**src/rtl/cfgld_pkg.sv**
```systemverilog
package cfgld_pkg;
  localparam int TGT_W = 3;

  typedef enum logic [TGT_W-1:0] {
    TGT_COEF  = 3'd0,
    TGT_CFG   = 3'd1,
    TGT_ROUND = 3'd2,
    TGT_SEL   = 3'd3,
    TGT_LIMIT = 3'd4
  } tgt_e;

  function automatic logic tgt_valid(input logic [TGT_W-1:0] code);
    return code <= TGT_LIMIT;
  endfunction

  // number of payload words following the address word
  function automatic logic [31:0] payload_len(input logic [TGT_W-1:0] code,
                                              input int unsigned nbank);
    case (code)
      TGT_COEF:  return nbank;
      TGT_ROUND: return 32'd4;
      TGT_LIMIT: return 32'd2;
      default:   return 32'd1;
    endcase
  endfunction

  // round value: shift in one byte, first byte ends up most significant
  function automatic logic [31:0] round_push(input logic [31:0] acc,
                                             input logic [7:0] b);
    return {acc[23:0], b};
  endfunction
endpackage

```
**src/rtl/cfgld_decode.sv**
```systemverilog
module cfgld_decode
  import cfgld_pkg::*;
#(
  parameter int DW = 12,
  parameter int IW = 8
) (
  input  logic [DW-1:0]    word,
  output logic [TGT_W-1:0] tgt,
  output logic             dir,
  output logic [IW-1:0]    idx,
  output logic             valid
);
  assign tgt   = word[DW-1 -: TGT_W];
  assign dir   = word[IW];
  assign idx   = word[IW-1:0];
  assign valid = tgt_valid(tgt);
endmodule

```
**src/rtl/cfgld_seq.sv**
```systemverilog
module cfgld_seq
  import cfgld_pkg::*;
#(
  parameter int IW    = 8,
  parameter int NBANK = 8,
  parameter int CW    = 4
) (
  input  logic             clk,
  input  logic             rst_n,
  input  logic             ld,
  input  logic             hold_h,
  input  logic             hold_v,
  input  logic             dec_valid,
  input  logic [TGT_W-1:0] dec_tgt,
  input  logic             dec_dir,
  input  logic [IW-1:0]    dec_idx,
  output logic             busy,
  output logic [TGT_W-1:0] tgt,
  output logic             dir,
  output logic [IW-1:0]    idx,
  output logic [CW-1:0]    cnt,
  output logic             accept,
  output logic             start,
  output logic             data_ev,
  output logic             last
);
  logic             busy_q;
  logic [TGT_W-1:0] tgt_q;
  logic             dir_q;
  logic [IW-1:0]    idx_q;
  logic [CW-1:0]    cnt_q;
  logic             cur_dir;
  logic [31:0]      cnt_ext;

  assign cur_dir = busy_q ? dir_q : dec_dir;
  assign accept  = cur_dir ? !hold_v : !hold_h;
  assign start   = accept && ld && dec_valid;
  assign data_ev = accept && busy_q && !ld;
  assign cnt_ext = {{(32-CW){1'b0}}, cnt_q};
  assign last    = data_ev && (cnt_ext == payload_len(tgt_q, NBANK) - 32'd1);

  always_ff @(posedge clk) begin
    if (!rst_n) begin
      busy_q <= 1'b0;
      tgt_q  <= '0;
      dir_q  <= 1'b0;
      idx_q  <= '0;
      cnt_q  <= '0;
    end else if (start) begin
      busy_q <= 1'b1;
      tgt_q  <= dec_tgt;
      dir_q  <= dec_dir;
      idx_q  <= dec_idx;
      cnt_q  <= '0;
    end else if (accept && ld) begin
      busy_q <= 1'b0;
      cnt_q  <= '0;
    end else if (last) begin
      busy_q <= 1'b0;
      cnt_q  <= '0;
    end else if (data_ev) begin
      cnt_q  <= cnt_q + 1'b1;
    end
  end

  assign busy = busy_q;
  assign tgt  = tgt_q;
  assign dir  = dir_q;
  assign idx  = idx_q;
  assign cnt  = cnt_q;
endmodule

```
**src/rtl/cfgld_assemble.sv**
```systemverilog
module cfgld_assemble
  import cfgld_pkg::*;
#(
  parameter int DW    = 12,
  parameter int NBANK = 8,
  parameter int RW    = 32
) (
  input  logic                clk,
  input  logic                rst_n,
  input  logic                data_ev,
  input  logic [TGT_W-1:0]    tgt,
  input  logic [DW-1:0]       din,
  output logic [NBANK*DW-1:0] coef_data,
  output logic [RW-1:0]       reg_data
);
  localparam int CWID = NBANK * DW;

  logic [CWID-1:0] coef_q;
  logic [RW-1:0]   rnd_q;
  logic [DW-1:0]   lim_q;

  // newest word enters at the top; after NBANK words bank 0 sits at the bottom
  assign coef_data = {din, coef_q[CWID-1:DW]};

  always_ff @(posedge clk) begin
    if (!rst_n) begin
      coef_q <= '0;
      rnd_q  <= '0;
      lim_q  <= '0;
    end else if (data_ev) begin
      case (tgt)
        TGT_COEF:  coef_q <= coef_data;
        TGT_ROUND: rnd_q  <= round_push(rnd_q, din[7:0]);
        TGT_LIMIT: lim_q  <= din;
        default:   ;
      endcase
    end
  end

  always_comb begin
    case (tgt)
      TGT_ROUND: reg_data = round_push(rnd_q, din[7:0]);
      TGT_LIMIT: reg_data = {{(RW-2*DW){1'b0}}, din, lim_q};
      default:   reg_data = {{(RW-DW){1'b0}}, din};
    endcase
  end
endmodule

```
**src/rtl/cfg_load_if.sv**
```systemverilog
module cfg_load_if
  import cfgld_pkg::*;
#(
  parameter int DW    = 12,
  parameter int IW    = 8,
  parameter int NBANK = 8,
  parameter int RW    = 32
) (
  input  logic                clk,
  input  logic                rst_n,
  input  logic                ld,
  input  logic [DW-1:0]       din,
  input  logic                hold_h,
  input  logic                hold_v,
  output logic                coef_we,
  output logic                coef_dir,
  output logic [IW-1:0]       coef_addr,
  output logic [NBANK*DW-1:0] coef_data,
  output logic                reg_we,
  output logic [TGT_W-1:0]    reg_kind,
  output logic                reg_dir,
  output logic [IW-1:0]       reg_idx,
  output logic [RW-1:0]       reg_data
);
  localparam int CW = $clog2(NBANK + 1);

  logic             dec_valid;
  logic [TGT_W-1:0] dec_tgt;
  logic             dec_dir;
  logic [IW-1:0]    dec_idx;

  // named internal events, observed by the checker
  logic             seq_busy;
  logic [TGT_W-1:0] seq_tgt;
  logic             seq_dir;
  logic [IW-1:0]    seq_idx;
  logic [CW-1:0]    seq_cnt;
  logic             evt_accept;
  logic             evt_start;
  logic             evt_data;
  logic             evt_last;

  cfgld_decode #(.DW(DW), .IW(IW)) u_dec (
    .word (din),
    .tgt  (dec_tgt),
    .dir  (dec_dir),
    .idx  (dec_idx),
    .valid(dec_valid)
  );

  cfgld_seq #(.IW(IW), .NBANK(NBANK), .CW(CW)) u_seq (
    .clk      (clk),
    .rst_n    (rst_n),
    .ld       (ld),
    .hold_h   (hold_h),
    .hold_v   (hold_v),
    .dec_valid(dec_valid),
    .dec_tgt  (dec_tgt),
    .dec_dir  (dec_dir),
    .dec_idx  (dec_idx),
    .busy     (seq_busy),
    .tgt      (seq_tgt),
    .dir      (seq_dir),
    .idx      (seq_idx),
    .cnt      (seq_cnt),
    .accept   (evt_accept),
    .start    (evt_start),
    .data_ev  (evt_data),
    .last     (evt_last)
  );

  cfgld_assemble #(.DW(DW), .NBANK(NBANK), .RW(RW)) u_asm (
    .clk      (clk),
    .rst_n    (rst_n),
    .data_ev  (evt_data),
    .tgt      (seq_tgt),
    .din      (din),
    .coef_data(coef_data),
    .reg_data (reg_data)
  );

  assign coef_we   = evt_last && (seq_tgt == TGT_COEF);
  assign reg_we    = evt_last && (seq_tgt != TGT_COEF);
  assign coef_dir  = seq_dir;
  assign coef_addr = seq_idx;
  assign reg_kind  = seq_tgt;
  assign reg_dir   = seq_dir;
  assign reg_idx   = seq_idx;
endmodule

```
**config.mk**
```make
export PLATFORM = sky130hd
export DESIGN_NAME = cfg_load_if
export DESIGN_NICKNAME = d
export VERILOG_FILES = /design/src/rtl/cfgld_pkg.sv /design/src/rtl/cfgld_decode.sv /design/src/rtl/cfgld_seq.sv /design/src/rtl/cfgld_assemble.sv /design/src/rtl/cfg_load_if.sv
export SDC_FILE = /design/constraint.sdc
export NUM_CORES = 1
export LEC_CHECK = 0
export BUFFER_PORTS_ARGS = -buffer_cell sky130_fd_sc_hd__buf_2
export CAP_MARGIN = 20
export CORE_UTILIZATION = 50
export CTS_CLUSTER_SIZE = 16
export DETAILED_ROUTE_END_ITERATION = 8
export GPL_ROUTABILITY_DRIVEN = 1
export PLACE_DENSITY = 0.85
export SETUP_SLACK_MARGIN = 0.4
export SLEW_MARGIN = 0
export SYNTH_ARGS = -nofsm -noshare
export SYNTH_HDL_FRONTEND = slang
export SYNTH_SLANG_ARGS = --single-unit
export TNS_END_PERCENT = 20
```
**constraint.sdc**
```tcl
create_clock -name clk -period 4.35 [get_ports clk]
set_input_delay 0 -clock clk [delete_from_list [all_inputs] [get_ports clk]]
set_output_delay 0 -clock clk [all_outputs]
set_load 0.1 [all_outputs]
```
[Word-level counts from Yosys, hierarchy flattened]
Cells that the tools add are included.
W data, S select, Z words.
Storage, ports and cells
  output and inout port bits: 151
  word-level logic and storage cells: 39
  flip-flop bits (word level): 149
  input port bits: 17
Operators by class
  reductions and logical operators: 17
  add/subtract/negate cells: 2
  equal/unequal tests: 3
  order comparisons: 1
  multiplexer cells: 7
  bitwise gates (word level): 1
Operators by type and width (count)
  $pmux W32 S2: 1
  $eq A4 B32 Y1: 1
  $pmux W4 S3: 1
  $logic_and A1 B1 Y1: 7
  $reduce_and A2 Y1: 3
  $reduce_bool A3 Y1: 2
  $mux W1: 5
  $sub A4 B1 Y5 const B: 1
  $add A4 B1 Y4 const B: 1
  $reduce_or A4 Y1: 1
  $eq A3 B2 Y1 const B: 1
  $eq A3 B3 Y1 const B: 1
  $le A3 B3 Y1 const B: 1
  $logic_not A1 Y1: 3
  $logic_not A3 Y1: 1
  $not A1 Y1: 1

[Longest topological paths before layout]
Gate-level depths: netlist of the first run.
  depth in word-level cells: 8
  mapped depth: 7
  depth with buffers taken out: 4

[Hierarchy]
From an unflattened synthesis of the first run, not the netlist that was laid out.
Second synthesis, totals
  cell total of the unflattened synthesis: 700
  area total of the unflattened synthesis: 5973.2 µm²
By module, submodules not included
  cfgld_assemble: instances 1, cells an instance 581, seq. area each 2402.3 µm², area each 4909.7 µm²
  cfgld_seq: instances 1, cells an instance 95, seq. area each 340.3 µm², area each 877.1 µm²
  cfgld_decode: instances 1, cells an instance 13, seq. area each 0.0 µm², area each 95.1 µm²
  cfg_load_if: instances 1, cells an instance 11, seq. area each 0.0 µm², area each 91.3 µm²

[Worst setup path before layout of the first run]
OpenSTA, ideal clock, no wires.
  path kind: reg-to-output
  start: register u_seq.tgt_q[0] (netlist: u_seq.tgt[0])
  end: output coef_we
  cell stages (with the launch flop): 6
  arrival time: 2.962 ns
  path buffers: 1
  setup slack: 1.388 ns
  required time: 4.350 ns
  cells stage by stage: dfxtp_1 -> buf_2 -> nor2_2 -> or3_4 -> a2111oi_4 -> and2_1
Between the ends
  word-level cells in the longest chain between the ends: 6
  elaborated cells on any way between the ends: 8
Ends and longest elaborated chain
  from (decl): RTL line cfgld_seq.sv:28  | logic [TGT_W-1:0] tgt_q;
  from (signal assigned): RTL line cfgld_seq.sv:51  | tgt_q <= dec_tgt;
  $eq A3 B3 Y1, or another cell as far along: RTL line cfgld_pkg.sv:19  | case (code)
  $pmux W4 S3: RTL line cfgld_pkg.sv:19
  $sub A4 B1 Y5: RTL line cfgld_seq.sv:40  | assign last = data_ev && (cnt_ext == payload_len(tgt_q, NBANK) - 32'd1);
  $eq A4 B32 Y1: RTL line cfgld_seq.sv:40
  $logic_and A1 B1 Y1: RTL line cfgld_seq.sv:40
  $logic_and A1 B1 Y1 (*): RTL line cfg_load_if.sv:82  | assign coef_we = evt_last && (seq_tgt == TGT_COEF);
  to (decl): RTL line cfg_load_if.sv:15  | output logic coef_we,
Mark *: on every way between the ends. The rest lies on a longest branch, timed or not.

[Worst setup path in the final report of the first run]
  start: register u_seq.dir_q (netlist: u_seq.dir)
  end: output reg_we
Between the ends
  word-level cells in the longest chain between the ends: 6
Ends and longest elaborated chain
  from (decl): RTL line cfgld_seq.sv:29  | logic dir_q;
  from (signal assigned): RTL line cfgld_seq.sv:52  | dir_q <= dec_dir;
  $mux W1: RTL line cfgld_seq.sv:35  | assign cur_dir = busy_q ? dir_q : dec_dir;
  $mux W1: RTL line cfgld_seq.sv:36  | assign accept = cur_dir ? !hold_v : !hold_h;
  $logic_and A1 B1 Y1 (2 in a row): RTL line cfgld_seq.sv:38  | assign data_ev = accept && busy_q && !ld;
  $logic_and A1 B1 Y1: RTL line cfgld_seq.sv:40
  $logic_and A1 B1 Y1: RTL line cfg_load_if.sv:83  | assign reg_we = evt_last && (seq_tgt != TGT_COEF);
  to (decl): RTL line cfg_load_if.sv:19  | output logic reg_we,
No other way between the ends.

==> flow_summary.json, run 1 <==
{
  "crit_required_ns": 4.35,
  "clk_latency_ns": 0.41,
  "regToRegSetupSlack_ns": 1.69,
  "setup_viol": 0,
  "synthCells": 674,
  "clockBufferDepth": 2,
  "critPathCapture": "reg_we",
  "synth-async-reset-ratio_pct": 0,
  "die_x_um": 110,
  "timing.hold.ws_ns": 0.129,
  "hpwlAfterDp_um": 9540,
  "avgSynthCellArea_um2": 8.62,
  "vias": 5037,
  "cp.arrival_ns": 2.79,
  "layout_min_cycle_time_ns": 2.79,
  "p_leak_nw": 3.14,
  "clock-root-buffer": "clkbuf_16",
  "grt_antenna_before_repair": 0,
  "wire_per_inst_um": 15.5,
  "routed_wl_um": 14800,
  "r2r_start": "u_seq.dir",
  "worstPathMaxFanout": 8,
  "grt_pass1_vias": 4436,
  "first_pass_iters": 5,
  "ys_seq_area_share_pct": 47.2,
  "yosys.area.top_type_share_pct": 47.2,
  "cts_num_sinks": 137,
  "relSlewSlack_pct": 37.0,
  "drtIter0Drc": 318,
  "end_kind": "output pin",
  "syn-cell-area_mm2": 0.00581,
  "hp-class": "in -> reg",
  "die-area_mm2": 0.0121,
  "start_util_pct": 52.4,
  "irDropWorstVdd_mv": 0.290,
  "cts_buffers": 17,
  "postRouteAntennaNets": 0,
  "ys_top_cells_by_count": "243 x nand2_1, 137 x dfxtp_1, 80 x a21boi_1, 29 x clkbuf_1, 28 x a21boi_0",
  "hold_viol": 0,
  "r2r_cells": 5,
  "max_freq_mhz": 358,
  "synthMostInstantiatedCell": "nand2_1",
  "finClkSkew_ns": 0.0126,
  "synth.ff_latch_count": 137,
  "crit_type": "reg -> out",
  "n_antenna_cell": 0,
  "r2r_end": "u_asm.coef_q[40]",
  "areaGrowthSynthToFinish_pct": 24.6,
  "ys_warn_count": 0,
  "synth-edff-count": 0,
  "place_inst": 916,
  "track_usage_pct": 24.9,
  "seq_area_mm2": 0.00274,
  "final_cell_count_no_fill": 960,
  "row_count": 38,
  "setup_tns_ns": 0,
  "synth.area.top_cells": "dfxtp_1 47%, nand2_1 16%, a21boi_1 10%, mux2i_1 4.1%, a21boi_0 3.6%",
  "grt_max_degree": 85,
  "drv_slew": 0,
  "layout-drive-gt1-share_pct": 27.4,
  "drc": 0,
  "startpoint_type": "register",
  "yosysTopAreaCell": "dfxtp_1",
  "die_h_um": 110,
  "synth_nets": 692,
  "gp_congestion": 0.802,
  "htreeDepth": 4,
  "powerDensity_mw_per_mm2": 428,
  "crit_start": "u_seq.dir",
  "multi_input_area_mm2": 0.00270,
  "routed_via_density": 5.25,
  "synth_ff_type": "dfxtp_1",
  "cp_cell_sequence": "mux2i_2, nand2_2, a2111oi_4, and2b_1, buf_2",
  "post-route-period-util_pct": 64.2,
  "nFillCells": 933,
  "outcome": "finished, final reports clean",
  "io_pins": 168,
  "max_stage_delay_ns": 0.58,
  "clk_pin_slew_ns": 0.06,
  "cts_tree": "built",
  "coreArea_mm2": 0.0111,
  "grt_pass1_wl_um": 22800,
  "p_total_mw": 3.09,
  "utilization_pct": 65.3,
  "cp_slowest_cell": "a2111oi_4",
  "rsz0062_at_grt": "no",
  "io_buffers": 167,
  "grt_overflow": 0,
  "worstMarginPinSlew_ns": 0.944,
  "final_nets": 826,
  "max_cap_viol_count": 0,
  "ys_types": 37
}
worst min path at each step:
stage                           to  cells after the start    from
floorplan           u_asm.rnd_q[3]                      2  din[3]
global placement    u_asm.rnd_q[3]                      3  din[3]
detailed placement  u_asm.rnd_q[3]                      3  din[3]
CTS                   u_seq.tgt[2]                      4  hold_h
global route          u_seq.tgt[1]                      4  hold_h
finish                u_seq.tgt[2]                      4  hold_v
flip-flops by register name (all words and copies together) (netlist names):
signal and cells:
u_asm.coef_q 84, u_asm.lim_q 12, u_asm.rnd_q 24, u_seq.busy 1
u_seq.cnt 4, u_seq.dir 1, u_seq.idx 8, u_seq.tgt 3
layer usage:
metal  vias up  wire length (µm)  global-route usage [%]
met5         -                 0                       0
met4         0               327                    10.2
met3        28               708                    5.81
met2       155              6880                    37.1
met1      2382              6920                    34.4
li1       2472                 -                       -
report_power, final:
part           total [mW]  internal [mW]  switching, mW
registers            1.27           1.26        0.00961
logic               0.363         0.0727          0.290
clock network        1.46          0.925          0.534
total                3.09           2.26          0.833
placed cells by master (no fill, tap or decap), types with 2 or more instances in the layout:
| master | count |
|---|---|
| bufinv_16 | 3 |
| a21boi_1 | 80 |
| a21boi_0 | 28 |
| a21o_1 | 2 |
| nor3_1 | 6 |
| nor2b_1 | 13 |
| nand2_1 | 243 |
| xor2_1 | 5 |
| nand3_1 | 4 |
| buf_2 | 166 |
| clkbuf_16 | 17 |
| and2_1 | 9 |
| o21ai_0 | 2 |
| dfxtp_1 | 137 |
| and3_1 | 3 |
| clkbuf_8 | 2 |
| mux2_2 | 9 |
| mux2i_1 | 24 |
| nor2_1 | 2 |
| nor3b_4 | 2 |
| clkinvlp_4 | 3 |
| dlygate4sd3_1 | 13 |
| a22oi_1 | 4 |
| clkinv_2 | 4 |
| o221a_2 | 2 |
| clkinv_4 | 2 |
| buf_4 | 7 |
| a22o_1 | 12 |
kinds of logic after synthesis:
logic type,count (synthesis),share of synthesized area [%]
simple gates,290,21.1
buf+inv,72,6.59
xor+xnor,5,0.754
fa+ha+maj,1,0.215
flops,137,47.2
compound gates,135,18.0
mux,34,6.12
metrics by stage:
step | instance area, µm² | setup WS, ns
6_report | 7240 | 1.56
4_1_cts | 7240 | 1.57
5_1_grt | 7240 | 1.46
3_3_place_gp | 6500 | 1.86
3_5_place_dp | 6500 | 1.79
2_1_floorplan | 5810 | 1.39
worst max-delay path: cells and delay by family (launching register included):
family	cells	cell delay [ns]
AOI/OAI and AO/OA	1	0.58
buffers and inverters	1	0.42
DFF	1	0.43
muxes	1	0.57
and+or+nand+nor	2	0.39
layout make-up:
| class | instances | share of cell area [%] |
|---|---|---|
| Clock buffer | 19 | 6.26 |
| Clock inverter | 12 | 2.08 |
| Inverter | 1 | 0.0519 |
| Multi-Input combinational cell | 465 | 37.3 |
| Sequential cell | 137 | 37.9 |
| Tap cell | 140 | 2.42 |
| Timing Repair Buffer | 186 | 14.0 |
what timing repair did:
action,CTS,global route
hold buffers,13,0
gates resized for setup,0,0
setup buffers,0,0
setup endpoints to repair,0,0
hold endpoints to repair,39,0
Power figures use the tool's default switching activity.
==> run 2, diff against run 1 <==
- CORE_UTILIZATION: 50 -> 47
- PLACE_DENSITY: 0.85 -> 0.84
- clock period: 4.35 -> 2.41 ns (I/O delays scaled with it)
==> run 2 against run 1 <==
  * Cell count increased by 2.3%
  * First-iteration DRC count grew 30%
  * Critical endpoint unchanged
  * Via count decreased by 1.7%
  * Sequential power up 81%
  * Register-to-register slack got worse by 1.2 ns
  * Combinational power is 89% higher
  * Power is 76% higher
  * Global-route usage shrank 1.1 points
==> flow_summary.json, run 2 (synthesis gave the netlist of run 1 again) <==
{
  "outcome": "finished, final reports clean",
  "finClkSkew_ns": 0.0177,
  "whs_path_depth": 4,
  "final_cell_area_mm2": 0.00748,
  "setup_tns_ns": 0,
  "place_inst": 933,
  "final_common_cell": "nand2_1",
  "io_pins": 168,
  "setup_slack_ns": 0.424,
  "setup_viol": 0,
  "row_count": 40,
  "end_kind": "output pin",
  "io_buffers": 167,
  "worstPathMaxFanout": 6,
  "n_antenna_cell": 0,
  "worstMarginPinSlew_ns": 0.841,
  "crit_type": "reg -> out",
  "clock-root-buffer": "clkbuf_16",
  "vias": 4949,
  "htreeDepth": 4,
  "mostFrequentLayoutCells": "239 x nand2_1, 159 x buf_2, 133 x dfxtp_1",
  "relSlewSlack_pct": 43.9,
  "gp_congestion": 0.804,
  "grt_overflow": 0,
  "cp_cell_sequence": "nor2_2, or3_4, a2111oi_4, and2b_4, buf_12",
  "final_cell_count_no_fill": 982,
  "powerDensity_mw_per_mm2": 727,
  "die_h_um": 113,
  "cts_num_sinks": 137,
  "r2r_end": "u_seq.idx[1]",
  "min_to": "u_seq.busy",
  "r2r_cells": 5,
  "die-area_mm2": 0.0128,
  "post-route-period-util_pct": 82.4,
  "postRouteAntennaNets": 0,
  "top_register": "u_asm.coef_q",
  "final_nets": 841,
  "p_leak_nw": 3.24,
  "hp-start": "hold_v",
  "start_util_pct": 48.4,
  "clk_latency_ns": 0.42,
  "grt_pass1_vias": 4602,
  "max_stage_delay_ns": 0.41,
  "drc": 0,
  "irDropWorstVdd_mv": 0.422,
  "track_usage_pct": 23.7,
  "p_total_mw": 5.44,
  "drtIter0Drc": 413,
  "nFillCells": 1047,
  "dp_slack_ns": 0.412,
  "cp.arrival_ns": 1.99,
  "multi_input_area_mm2": 0.00274,
  "drv_slew": 0,
  "cts_buffers": 17,
  "layout-drive-gt1-share_pct": 31.7,
  "top_regs": "u_asm.coef_q: 84 flops, u_asm.rnd_q: 24 flops, u_asm.lim_q: 12 flops",
  "die_x_um": 113,
  "areaGrowthSynthToFinish_pct": 28.8,
  "coreArea_mm2": 0.0120,
  "startpoint_type": "register",
  "clk_pin_slew_ns": 0.06,
  "rsz0062_at_grt": "yes",
  "seq_area_mm2": 0.00276,
  "r2r_start": "u_seq.busy",
  "placed_area_mm2": 0.00671,
  "grt_pass1_wl_um": 23500,
  "hpwlAfterDp_um": 9810,
  "largest_reg_flops": 84,
  "regToRegSetupSlack_ns": 0.49,
  "grt_antenna_before_repair": 0,
  "timing.hold.ws_ns": 0.125,
  "routed_wl_um": 15000,
  "cp_slowest_cell": "a2111oi_4",
  "utilization_pct": 62.3,
  "crit_required_ns": 2.41,
  "cts_tree": "built",
  "hp-class": "in -> reg",
  "grt_max_degree": 85,
  "hold_viol": 0,
  "first_pass_iters": 4,
  "clockBufferDepth": 2,
  "wire_per_inst_um": 15.3,
  "routed_via_density": 5.04,
  "max_cap_viol_count": 0,
  "max_freq_mhz": 503,
  "layout_min_cycle_time_ns": 1.99
}
[run 2: cell count changes in the layout (fill, tap and decap cells not counted), moves of 3 or more]
cell / previous run / this run
and2_1: 9 / 0
buf_4: 7 / 16
a22o_1: 12 / 4
a22o_2: 0 / 8
and2_2: 0 / 8
buf_2: 166 / 159
buf_12: 0 / 6
clkbuf_4: 0 / 5
dfxtp_1: 137 / 133
nand2_1: 243 / 239
nand2_2: 1 / 5
clkbuf_8: 2 / 5
clkinvlp_4: 3 / 0
dfxtp_4: 0 / 3
[run 2: where the power goes]
part,internal (mW),switching [mW]
logic,0.153,0.532
registers,2.28,0.0177
clock network,1.54,0.913
total,3.98,1.46
[run 2: worst max-delay path by stage]
stage / start / end / depth (start not counted)
floorplan: u_seq.tgt[0] / reg_data[13] / 4
global placement: u_seq.dir / coef_we / 5
detailed placement: u_seq.dir / coef_we / 5
CTS: u_seq.tgt[2] / reg_data[11] / 6
global route: u_seq.tgt[0] / reg_we / 5
finish: u_seq.tgt[2] / reg_we / 5
[run 2: layout make-up]
cell class                 count  share of cell area [%]
multi-input combinational    465                    36.7
sequential                   137                    36.8
tap                          147                    2.46
clock inverter                 7                   0.870
clock buffer                  24                    6.71
inverter                       1                  0.0502
timing repair buffer         201                    16.4
[run 2: timing repair]
action / 4_1_cts / 5_1_grt
endpoints found under the setup margin: 7 / 34
hold endpoints to repair: 41 / 0
buffers inserted: 1 / 4
gates resized for setup: 2 / 7
pin swaps: 1 / 2
hold buffers: 13 / 0
[run 2: worst max-delay path: cells and delay by family, from the launching register on]
kind	cells	cell delay, ns
simple gates	3	0.62
compound gates	1	0.41
flops	1	0.39
buf+inv	1	0.17
[run 2: per-layer routing]
| layer | GRT usage (%) | routed length [µm] | vias up |
|---|---|---|---|
| met5 | 0 | 0 | - |
| met1 | 29.7 | 6650 | 2300 |
| met2 | 38.2 | 7340 | 143 |
| li1 | - | - | 2493 |
| met4 | 11.6 | 187 | 0 |
| met3 | 5.89 | 822 | 13 |
